===== config.mk =====
export PLATFORM = sky130hd
export DESIGN_NAME = usb_irq_pacer
export DESIGN_NICKNAME = d
export VERILOG_FILES = /design/src/rtl/itp_pkg.sv /design/src/rtl/itp_code_check.sv /design/src/rtl/itp_interval_timer.sv /design/src/rtl/itp_status_bank.sv /design/src/rtl/usb_irq_pacer.sv
export SDC_FILE = /design/constraint.sdc
export NUM_CORES = 1
export LEC_CHECK = 0
export ABC_CLOCK_PERIOD_IN_PS = 2200
export BUFFER_PORTS_ARGS = -buffer_cell sky130_fd_sc_hd__buf_2
export CORE_MARGIN = 1
export CORE_UTILIZATION = 44
export CTS_BUF_LIST = sky130_fd_sc_hd__clkbuf_16
export CTS_CLUSTER_DIAMETER = 40
export DETAILED_ROUTE_END_ITERATION = 16
export PLACE_DENSITY = 0.73
export SYNTH_ARGS = -nofsm -noshare
export SYNTH_HDL_FRONTEND = slang
export SYNTH_SLANG_ARGS = --single-unit

===== constraint.sdc =====
create_clock -name clk -period 2.2 [get_ports clk]
set_clock_uncertainty 0.2 [all_clocks]
set_input_delay 0.22 -clock clk [delete_from_list [all_inputs] [get_ports clk]]
set_output_delay 0.22 -clock clk [all_outputs]
set_load 0.005 [all_outputs]

===== src/rtl/itp_pkg.sv =====
package itp_pkg;
  localparam int unsigned AW = 2;
  localparam logic [AW-1:0] ADDR_CMD = 2'd0;
  localparam logic [AW-1:0] ADDR_STS = 2'd1;
  localparam logic [AW-1:0] ADDR_EN  = 2'd2;
endpackage


===== src/rtl/itp_code_check.sv =====
module itp_code_check #(
  parameter int unsigned THR_W = 8,
  parameter int unsigned CNT_W = 8,
  // bit i set: code (1<<i) is accepted
  parameter logic [THR_W-1:0] ALLOW_EXP = 8'b0111_1011
) (
  input  logic [THR_W-1:0] code,
  output logic             legal,
  output logic [CNT_W-1:0] interval
);
  always_comb begin
    legal = (code == '0);
    for (int i = 0; i < int'(THR_W); i++) begin
      if (code == THR_W'(1 << i) && ALLOW_EXP[i]) legal = 1'b1;
    end
  end
  assign interval = CNT_W'(code);
endmodule


===== src/rtl/itp_interval_timer.sv =====
module itp_interval_timer #(
  parameter int unsigned CNT_W   = 8,
  parameter int unsigned RST_THR = 8
) (
  input  logic             clk,
  input  logic             rst,
  input  logic             tick,
  input  logic             restart,
  input  logic [CNT_W-1:0] thr_next,
  output logic             expired,
  output logic [CNT_W-1:0] cnt_o,
  output logic [CNT_W-1:0] act_o
);
  localparam logic [CNT_W-1:0] CNT_MAX = '1;
  logic [CNT_W-1:0] cnt_q, act_q;

  always_ff @(posedge clk) begin
    if (rst) begin
      cnt_q <= '0;
      act_q <= CNT_W'(RST_THR);
    end else if (restart) begin
      cnt_q <= '0;
      act_q <= thr_next;
    end else if (tick && cnt_q != CNT_MAX) begin
      cnt_q <= cnt_q + 1'b1;
    end
  end

  assign expired = (cnt_q >= act_q);
  assign cnt_o   = cnt_q;
  assign act_o   = act_q;
endmodule


===== src/rtl/itp_status_bank.sv =====
module itp_status_bank #(
  parameter int unsigned N_SRC = 8
) (
  input  logic             clk,
  input  logic             rst,
  input  logic [N_SRC-1:0] set_i,
  input  logic [N_SRC-1:0] clr_i,
  output logic [N_SRC-1:0] sts_o
);
  for (genvar b = 0; b < N_SRC; b++) begin : g_bit
    logic bit_q;
    always_ff @(posedge clk) begin
      if (rst)           bit_q <= 1'b0;
      else if (set_i[b]) bit_q <= 1'b1;   // set beats clear
      else if (clr_i[b]) bit_q <= 1'b0;
    end
    assign sts_o[b] = bit_q;
  end
endmodule


===== src/rtl/usb_irq_pacer.sv =====
module usb_irq_pacer #(
  parameter int unsigned N_SRC   = 8,
  parameter int unsigned DATA_W  = 32,
  parameter int unsigned THR_LSB = 16,
  parameter int unsigned THR_W   = 8,
  parameter int unsigned CNT_W   = 8,
  parameter int unsigned RST_THR = 8
) (
  input  logic              clk,
  input  logic              rst,
  input  logic              uframe_tick,
  input  logic [N_SRC-1:0]  evt_set,
  input  logic              wr_en,
  input  logic [1:0]        wr_addr,
  input  logic [DATA_W-1:0] wr_data,
  input  logic [1:0]        rd_addr,
  output logic [DATA_W-1:0] rd_data,
  output logic              irq_o
);
  import itp_pkg::*;

  logic [THR_W-1:0] thr_code_q;
  logic [N_SRC-1:0] en_q;
  logic [N_SRC-1:0] status;
  logic [N_SRC-1:0] sts_clr;
  logic [THR_W-1:0] wr_code;
  logic             wr_legal;
  logic [CNT_W-1:0] wr_interval;
  logic [CNT_W-1:0] cur_interval;
  logic             cur_legal;
  logic             expired;
  logic [CNT_W-1:0] cnt;
  logic [CNT_W-1:0] act;
  logic             pending;
  logic             irq_q;
  logic             irq_d;
  logic             restart;
  logic [DATA_W-1:0] rd_q;
  logic             unused_inputs;

  assign wr_code = wr_data[THR_LSB +: THR_W];
  assign unused_inputs = ^{wr_data, wr_interval, cur_legal};

  itp_code_check #(.THR_W(THR_W), .CNT_W(CNT_W)) u_wr_chk (
    .code(wr_code), .legal(wr_legal), .interval(wr_interval));

  itp_code_check #(.THR_W(THR_W), .CNT_W(CNT_W)) u_cur_chk (
    .code(thr_code_q), .legal(cur_legal), .interval(cur_interval));

  always_ff @(posedge clk) begin
    if (rst) begin
      thr_code_q <= THR_W'(RST_THR);
      en_q       <= '0;
    end else if (wr_en) begin
      if (wr_addr == ADDR_CMD && wr_legal) thr_code_q <= wr_code;
      if (wr_addr == ADDR_EN)              en_q       <= wr_data[N_SRC-1:0];
    end
  end

  assign sts_clr = (wr_en && wr_addr == ADDR_STS) ? wr_data[N_SRC-1:0] : '0;

  itp_status_bank #(.N_SRC(N_SRC)) u_sts (
    .clk(clk), .rst(rst), .set_i(evt_set), .clr_i(sts_clr), .sts_o(status));

  itp_interval_timer #(.CNT_W(CNT_W), .RST_THR(RST_THR)) u_tmr (
    .clk(clk), .rst(rst), .tick(uframe_tick), .restart(restart),
    .thr_next(cur_interval), .expired(expired), .cnt_o(cnt), .act_o(act));

  assign pending = |(status & en_q);
  assign irq_d   = irq_q ? pending : (pending & expired);
  assign restart = irq_d & ~irq_q;

  always_ff @(posedge clk) begin
    if (rst) irq_q <= 1'b0;
    else     irq_q <= irq_d;
  end
  assign irq_o = irq_q;

  always_ff @(posedge clk) begin
    if (rst) begin
      rd_q <= '0;
    end else begin
      rd_q <= '0;
      case (rd_addr)
        ADDR_CMD: rd_q[THR_LSB +: THR_W] <= thr_code_q;
        ADDR_STS: rd_q <= DATA_W'(status);
        ADDR_EN:  rd_q <= DATA_W'(en_q);
        default:  rd_q <= '0;
      endcase
    end
  end
  assign rd_data = rd_q;
endmodule


==> impl_metrics.ini <==
[setup_path]
critical_path_required_ps = 2240
end_kind = flip-flop
critPathSlowestCell = dfxtp_1
worst-path-max-fanout = 15
max_stage_delay_ps = 400
crit_family = compound AO/OA/AOI/OAI gates
arrival_ps = 2070
cp_cell_sequence = ha_1, a211oi_1, o21ai_0, a21oi_1, nor3b_2, buf_4, nor3_1
worst-path-buf-inv = 1
path_class = flip-flop to flip-flop
crit_path_start_kind = flip-flop

[pwr]
power.density_nw_per_um2 = 774
leakage_nw = 1.44
ir_drop_v = 0.000383

[synthesis]
synth_cell_types = 36
synth-edff-count = 0
synthesis.area_um2 = 2540
yosysTopAreaCell = dfxtp_1
synthCells = 274
synthArstFlopShare = 0
synth_top_area_share = 0.448
synth_most_common_cell = dfxtp_1
ys_ff_latch = 57
synth.area.top_cells = dfxtp_1 (45%), mux2i_1 (7.5%), ha_1 (5.9%), buf_4 (5.0%), nor2_1 (4.9%)
seq_area_frac_synth = 0.448
synthFlopType = dfxtp_1
avgSynthCellArea_um2 = 9.29
yosysWarnings = 0
netlist_top_cells_count = dfxtp_1 (57), nor2_1 (33), mux2i_1 (19)

[grt]
grt_max_degree = 25
first_global_vias = 1945
grtUsageMet3 = 0.0547
grt_busiest_layer = met2
grtUsageTotal = 0.189
antenna_found_initial = 0
grtUsageMet1 = 0.221
grt-ovfl-total = 0
grt_pass1_wl_mm = 8.71
use_met2 = 0.309

[place]
placed_area_um2 = 2780
dp_hpwl_mm = 3.60
port_buffers = 48
place.gp.congestion = 0.813
dp.cells = 384

[route]
wirelength_mm = 5.30
num_vias = 2089
postRouteAntennaNets = 0
dr.first_iter.drc_count = 78
wl_per_cell_um = 12.7
drc_errors = 0
vias_per_cell = 4.99
drt-pass1-iter-count = 4

[cts]
cts_max_path_buffers = 2
cts_buffers = 9
cts.sinks = 57
insertion_delay_ps = 320
cts_setup_buffers = 0
htree_levels = 3
cts_tree = built
clk_pin_slew_worst_paths_ps = 50
cts_root_buf = clkbuf_16

[sta]
final-hold-violation-count = 0
slew_headroom = 0.603
rsz0062_at_grt = false
drv_slew = 0
max_slew.worst_pin.slew_ps = 593
fin_crit_ps = 2030
max_freq_mhz = 492
min_period_over_period = 0.924
setup-tns-final_ps = 0
finalSetupViolations = 0

[finish]
fin_util = 0.589
instances_no_fill = 419
stdcell_area_um2 = 3260
area_growth_pct = 28.3
drive_gt1_frac = 0.187
n_antenna_cell = 0
nets = 404

[job]
maxCapViolations = 0

[floorplan]
dieHeight_um = 78.1
die_x_um = 78.1
fp.dieArea_um2 = 6090
fp.coreArea_um2 = 5540
start_util = 0.459
ios = 81
num_rows = 27

[min_path]
min_path_type = input port to flip-flop

[outcome]
outcome = finished, final reports clean
## power by group
group          total (mW)  switching (mW)  leakage (nW)  internal, mW
sequential           1.08          0.0177         0.463          1.06
clock                1.27           0.426         0.130         0.847
combinational       0.178          0.0891         0.847        0.0887
## stage by stage
step,hold slack (ps),worst slack (ps),power [mW]
finish,29.8,167,2.53
global route,56.6,8.88,2.63
CTS,23.2,134,2.55
detailed placement,238,90.2,1.24
global placement,226,106,1.24
floorplan,137,110,1.20
## worst register-to-register path: cells and delay by family, from the launching register on
family,cells,cell delay (ps)
flops,1,400
buf+inv,1,210
compound gates,3,590
fa+ha+maj,1,270
simple gates,2,280
## cells by family after synthesis
family,synth area share
AND/OR/NAND/NOR,0.208
flip-flops,0.448
AO/OA/AOI/OAI,0.109
buffers and inverters,0.0816
multiplexers,0.0747
adder cells (fa/ha/maj),0.0590
XOR/XNOR,0.0172
other,0.00147
## registers in the layout, indices dropped and copies added, names as in the netlist
register           cells
irq_o                  1
u_tmr.cnt_o            8
en_q                   8
u_sts.g_bit.bit_q      8
thr_code_q             8
rd_data               16
u_tmr.act_o            8
## layer usage
metal  part of all wire  vias to the layer above
met2               0.49                       67
met4              0.033                        0
met5                  0                        -
li1                   -                     1050
met3              0.045                       16
met1               0.43                      956
## worst paths after layout
check / cells after the start / from / slack [ps] / endpoint
min: 3 / wr_data[19] / 30 / thr_code_q[3]
min reg2reg: 2 / u_tmr.act_o[5] / 270 / u_tmr.act_o[5]
max reg2reg: 7 / u_tmr.cnt_o[2] / 170 / u_tmr.cnt_o[3]
max: 7 / u_tmr.cnt_o[2] / 170 / u_tmr.cnt_o[3]
## cell type report
| class | instances | area (um2) |
|---|---|---|
| tap | 72 | 90.1 |
| sequential | 57 | 1140 |
| timing repair buffer | 71 | 465 |
| inverter | 11 | 41.3 |
| clock buffer | 9 | 225 |
| multi-input combinational | 194 | 1250 |
| clock inverter | 5 | 48.8 |
| fill | 495 | 2280 |
## cells in the final DEF, fill, tap and decap left out, types with 10 or more instances in the layout
cell type | Yosys | layout
a21oi_1 | 13 | 13
a22oi_1 | 12 | 12
and2_1 | 10 | 10
buf_2 | 1 | 48
conb_1 | 1 | 16
dfxtp_1 | 57 | 57
dlygate4sd3_1 | 0 | 21
ha_1 | 12 | 12
inv_1 | 11 | 11
mux2i_1 | 19 | 19
nand2_1 | 11 | 11
nand2b_1 | 15 | 15
nor2_1 | 33 | 33
nor3_1 | 10 | 10
## timing repair
| item | in CTS | in global routing |
|---|---|---|
| hold endpoints to repair | 21 | 0 |
| hold buffers | 21 | 0 |
| gates resized for setup | 0 | 0 |
Power figures use the tool's default switching activity.
